===== config.mk =====
export PLATFORM = sky130hd
export DESIGN_NAME = dest_compress_unit
export DESIGN_NICKNAME = d
export VERILOG_FILES = /design/src/rtl/dcu_pkg.sv /design/src/rtl/dcu_capture.sv /design/src/rtl/dcu_table.sv /design/src/rtl/dcu_decide.sv /design/src/rtl/dest_compress_unit.sv
export SDC_FILE = /design/constraint.sdc
export NUM_CORES = 2
export LEC_CHECK = 0
export BUFFER_PORTS_ARGS = -buffer_cell sky130_fd_sc_hd__buf_2
export CORE_MARGIN = 1
export CORE_UTILIZATION = 35
export DETAILED_ROUTE_END_ITERATION = 10
export PLACE_DENSITY = 0.5
export SYNTH_ARGS = -nofsm -noshare
export SYNTH_HDL_FRONTEND = slang
export SYNTH_HIERARCHICAL = 1
export SYNTH_SLANG_ARGS = --single-unit
export TNS_END_PERCENT = 50

===== constraint.sdc =====
create_clock -name clk -period 4.58 [get_ports clk]
set_input_delay 0.916 -clock clk [delete_from_list [all_inputs] [get_ports clk]]
set_output_delay 0.916 -clock clk [all_outputs]
set_load 0.05 [all_outputs]

===== src/rtl/dcu_pkg.sv =====
package dcu_pkg;
  localparam int unsigned DCU_BYTE_W  = 8;
  localparam int unsigned DCU_ADDR_BY = 6;
  localparam int unsigned DCU_SLOTS   = 16;

  typedef enum logic {
    POL_HUB    = 1'b0,
    POL_BRIDGE = 1'b1
  } dcu_pol_e;
endpackage


===== src/rtl/dcu_capture.sv =====
module dcu_capture #(
  parameter int unsigned BYTE_W  = 8,
  parameter int unsigned ADDR_BY = 6,
  localparam int unsigned AW = BYTE_W * ADDR_BY,
  localparam int unsigned CW = $clog2(ADDR_BY + 1)
) (
  input  logic              clk,
  input  logic              rst_n,
  input  logic              beat,
  input  logic              sof,
  input  logic              eof,
  input  logic [BYTE_W-1:0] data,
  output logic [AW-1:0]     dst,
  output logic              dst_done
);
  logic [CW-1:0] seen_q;
  logic          open_q;
  logic          last_byte;

  assign last_byte = (seen_q == CW'(ADDR_BY - 1));

  always_ff @(posedge clk or negedge rst_n) begin
    if (!rst_n) begin
      seen_q   <= '0;
      open_q   <= 1'b0;
      dst      <= '0;
      dst_done <= 1'b0;
    end else begin
      dst_done <= 1'b0;
      if (beat) begin
        if (eof) begin
          open_q <= 1'b0;
          seen_q <= '0;
        end else if (sof) begin
          open_q   <= 1'b1;
          seen_q   <= CW'(1);
          dst      <= {dst[AW-BYTE_W-1:0], data};
          dst_done <= (ADDR_BY == 1);
        end else if (open_q && (seen_q < CW'(ADDR_BY))) begin
          seen_q   <= seen_q + CW'(1);
          dst      <= {dst[AW-BYTE_W-1:0], data};
          dst_done <= last_byte;
        end
      end
    end
  end
endmodule


===== src/rtl/dcu_table.sv =====
module dcu_table #(
  parameter int unsigned AW    = 48,
  parameter int unsigned SLOTS = 16,
  localparam int unsigned IW = (SLOTS > 1) ? $clog2(SLOTS) : 1
) (
  input  logic          clk,
  input  logic          rst_n,
  input  logic          we,
  input  logic [IW-1:0] idx,
  input  logic [AW-1:0] wr_addr,
  input  logic          wr_en,
  input  logic [AW-1:0] probe,
  output logic          any_hit
);
  logic [AW-1:0]    slot_q [SLOTS];
  logic [SLOTS-1:0] live_q;
  logic [SLOTS-1:0] hit_vec;

  for (genvar s = 0; s < SLOTS; s++) begin : g_slot
    always_ff @(posedge clk or negedge rst_n) begin
      if (!rst_n) begin
        slot_q[s] <= '0;
        live_q[s] <= 1'b0;
      end else if (we && (idx == IW'(s))) begin
        slot_q[s] <= wr_addr;
        live_q[s] <= wr_en;
      end
    end
    assign hit_vec[s] = live_q[s] && (slot_q[s] == probe);
  end

  assign any_hit = |hit_vec;
endmodule


===== src/rtl/dcu_decide.sv =====
module dcu_decide
  import dcu_pkg::*;
(
  input  logic     clk,
  input  logic     rst_n,
  input  logic     beat,
  input  logic     sof,
  input  logic     eof,
  input  logic     evaluate,
  input  logic     any_hit,
  input  dcu_pol_e pol,
  output logic     req
);
  logic verdict;

  always_comb begin
    unique case (pol)
      POL_BRIDGE: verdict = any_hit;
      default:    verdict = !any_hit;
    endcase
  end

  always_ff @(posedge clk or negedge rst_n) begin
    if (!rst_n)                    req <= 1'b0;
    else if (beat && (eof || sof)) req <= 1'b0;
    else if (evaluate)             req <= verdict;
  end
endmodule


===== src/rtl/dest_compress_unit.sv =====
module dest_compress_unit
  import dcu_pkg::*;
#(
  parameter int unsigned BYTE_W  = DCU_BYTE_W,
  parameter int unsigned ADDR_BY = DCU_ADDR_BY,
  parameter int unsigned SLOTS   = DCU_SLOTS,
  localparam int unsigned AW = BYTE_W * ADDR_BY,
  localparam int unsigned IW = (SLOTS > 1) ? $clog2(SLOTS) : 1
) (
  input  logic              clk,
  input  logic              rst_n,
  input  logic              in_valid,
  output logic              in_ready,
  input  logic [BYTE_W-1:0] in_data,
  input  logic              in_sof,
  input  logic              in_eof,
  input  logic              mode_sel,
  input  logic              tbl_we,
  input  logic [IW-1:0]     tbl_idx,
  input  logic [AW-1:0]     tbl_addr,
  input  logic              tbl_en,
  output logic              compress_req
);
  logic [AW-1:0] dst;
  logic          dst_done;
  logic          any_hit;
  dcu_pol_e      pol;

  assign in_ready = 1'b1;
  assign pol      = dcu_pol_e'(mode_sel);

  dcu_capture #(.BYTE_W(BYTE_W), .ADDR_BY(ADDR_BY)) u_cap (
    .clk(clk), .rst_n(rst_n), .beat(in_valid), .sof(in_sof), .eof(in_eof),
    .data(in_data), .dst(dst), .dst_done(dst_done)
  );

  dcu_table #(.AW(AW), .SLOTS(SLOTS)) u_tbl (
    .clk(clk), .rst_n(rst_n), .we(tbl_we), .idx(tbl_idx), .wr_addr(tbl_addr),
    .wr_en(tbl_en), .probe(dst), .any_hit(any_hit)
  );

  dcu_decide u_dec (
    .clk(clk), .rst_n(rst_n), .beat(in_valid), .sof(in_sof), .eof(in_eof),
    .evaluate(dst_done), .any_hit(any_hit), .pol(pol), .req(compress_req)
  );
endmodule


==> impl_metrics.csv <==
group,metric,value,unit
outcome,status,"complete, no violations",
drt,route.detailed.drc,0,
cts,htree_levels,3,
synth,synth_edf_count,0,
pwr,peakVddDrop,315,uV
cts,cts_buffer_depth,3,
synth,yosys-top-cells-area,"dfrtp_1 52%, mux2_2 17%, xnor2_1 8.1%",
pwr,p_leak,19.4,nW
synth,yosysTopAreaCell,"dfrtp_1",
floorplan,rows,124,
sta,final.setup.tns,0,ps
cts,clockRootBuffer,"clkbuf_16",
floorplan,initial_utilization,35.3,%
placement,dpl_cell_area,0.0427,mm2
cts,clkTransAtPathRegs,60,ps
synth,synth_area,0.0404,mm2
final_layout,drive_gt1_share,31.9,%
grt,grt_max_degree,139,
sta,period_needed,4330,ps
synth,synthFlopType,"dfrtp_1",
synth,synth-seq-area-share,51.9,%
sta,max_freq,231,MHz
synth,synthArstFlopShare,100,%
cts,cts.sinks,838,
cts,cts_tree,"yes",
synth,synth_seq_cells,838,
drt,vias,26600,
final_layout,nNetsFinal,3195,
grt,grtUsageTotal,28.0,%
synth,postSynthAreaPerCell,13.2,um2
sta,rsz0062_at_grt,"no",
floorplan,die_h,342,um
cts,clock_latency,670,ps
placement,place_inst,4540,
sta,skew,21.8,ps
placement,globalplace.congestion,0.894,
sta,max_slew_margin,3.50,%
drt,routed_wirelength,164000,um
final_layout,final_area,0.0460,mm2
sta,finalMaxSlewViolations,0,
floorplan,die_x,342,um
drt,via_per_inst,5.62,
sta,hold_viol_final,0,
sta,period_share,94.6,%
grt,antenna_found_initial,21,
placement,hpwlAfterDp,104000,um
synth,synth_warnings,6,
sta,setup_viol,0,
floorplan,dieArea,0.117,mm2
synth,synth.distinct_cells,54,
sta,fin_ws,247,ps
grt,first_global_vias,27300,
drt,ant_nets,0,
drt,drtPass1Iterations,7,
grt,grt_pass1_wl,227000,um
final_layout,areaGrowthSynthToFinish,13.9,%
drt,drt_iter0_drc,2557,
cts,numCtsBuffers,95,
placement,dp_slack,88.7,ps
sta,timing.hold.ws,232,ps
setup_path,path_class,"reg2reg",
synth,synth_most_common_cell,"dfrtp_1",
synth,syn_nets,3140,
setup_path,worstPathArrival,4880,ps
synth,synth_top_area_share,51.9,%
drt,wire_per_inst,34.7,um
floorplan,core_area,0.114,mm2
setup_path,crit_path_end_kind,"flop",
pwr,p_per_area,632,mW/mm2
setup_path,cp_data_required_time,5130,ps
synth,synth_common_cells,"838 x dfrtp_1, 625 x mux2_2, 374 x xnor2_1",
floorplan,io_pins,70,
setup_path,critPathMaxFanout,10,
sta,worst_pin_slew,1430,ps
final_layout,fin_cells,4721,
synth,syn_inst,3070,
run,max_cap_violations,0,
placement,port_buffers,68,
hold_path,hp-class,"in2async",
cts,hold_buffers,0,
grt,overflow,0,
setup_path,start_kind,"flop",
==> area by class of cell <==
class	instances	area, um2
diodes	10	25.0
clock buffers	139	2850
clock inverters	32	394
fillers	10600	68400
inverters	45	169
multi-input cells	1950	18200
flip-flops and latches	838	21000
well taps	1512	1890
repair buffers	195	1450
==> cells by family (layout without fill, tap and decap cells) <==
family / Yosys count / count (layout) / share of synthesized area [%]
AOI/OAI and AO/OA: 85 / 85 / 1.53
xor gates and xnor gates: 721 / 721 / 15.6
adders and majority gates: 2 / 2 / 0.0620
buffers and inverters: 282 / 411 / 3.23
DFF: 838 / 838 / 51.9
muxes: 815 / 815 / 22.9
other: 1 / 11 / 0.00929
and+or+nand+nor: 326 / 326 / 4.68
==> final timing paths <==
check	from	slack [ps]	to	cells after the start
max	u_cap/dst[3]$_DFFE_PN0P_	250	u_dec/req$_DFFE_PN0P_	9
max reg2reg	u_cap/dst[3]$_DFFE_PN0P_	250	u_dec/req$_DFFE_PN0P_	9
min reg2reg	u_cap/dst_done$_DFF_PN0_	480	u_dec/req$_DFFE_PN0P_	1
min in group clk	in_data[4]	480	u_cap/dst[4]$_DFFE_PN0P_	2
max in group asynchronous	rst_n	3040	u_tbl/slot_q[239]$_DFFE_PN0P_	2
min	rst_n	230	u_cap/seen_q[1]$_DFFE_PN0P_	1
==> routing by layer <==
metal  routed length, um  up-vias  part of all wire, %  track usage (%)
li1                    -    10700                    -                -
met4                7430        0                  4.5             11.8
met5                   0        -                    0                0
met3               11500      289                  7.0             4.50
met2               72200     1110                   44             42.1
met1               72500    14400                   44             39.9
==> sequential cells by signal, summed over array words and instances (netlist names) <==
| signal | flops |
|---|---|
| u_cap/seen_q | 3 |
| u_cap/open_q | 1 |
| u_tbl/slot_q | 768 |
| u_tbl/live_q | 16 |
| u_cap/dst_done | 1 |
| u_dec/req | 1 |
| u_cap/dst | 48 |
==> through the flow <==
stage                     util, %  power (mW)
after floorplan                 -        16.6
after global placement       37.4        20.9
after detailed placement     37.4        20.9
after CTS                    40.2        29.0
after global routing         40.2        30.0
final                        40.2        29.0
==> what timing repair did <==
item | CTS | global route
resized for setup | 0 | 1
buffers inserted | 0 | 0
setup endpoints to repair | 0 | 1
==> placed cells by master (no fill, tap or decap), drive strengths merged, types with 3 or more instances in the layout <==
cell,instances
xor2,347
or3,4
nor2b,3
diode,10
o21ai,25
nor3,17
a22oi,5
nand3b,3
clkbuf,139
clkinvlp,3
bufinv,8
a221oi,3
nand2,31
o22ai,16
dfrtp,838
a2bb2oi,4
nor2,19
nand2b,4
nand3,20
clkinv,18
xnor2,374
mux2,815
a2111oi,4
a21oi,5
nor4,106
inv,48
buf,195
nand4,111
a222oi,4
o2bb2ai,5
==> power by group <==
| group | switching [mW] | leakage (nW) | internal, mW |
|---|---|---|---|
| registers | 2.04 | 10.3 | 9.20 |
| clock network | 3.25 | 1.60 | 4.75 |
| logic | 5.60 | 7.58 | 4.20 |
==> critical path: stages, from the launching register on <==
cell      delay [ps]
dfrtp_1         1050
xnor2_1          200
nand4_1          310
nor4_1           450
nand3_1          530
nor4_1           790
nor4_1           230
nand4_1          280
xor2_1           240
a211oi_2         100
No activity file was read; power rests on OpenSTA's default activity.
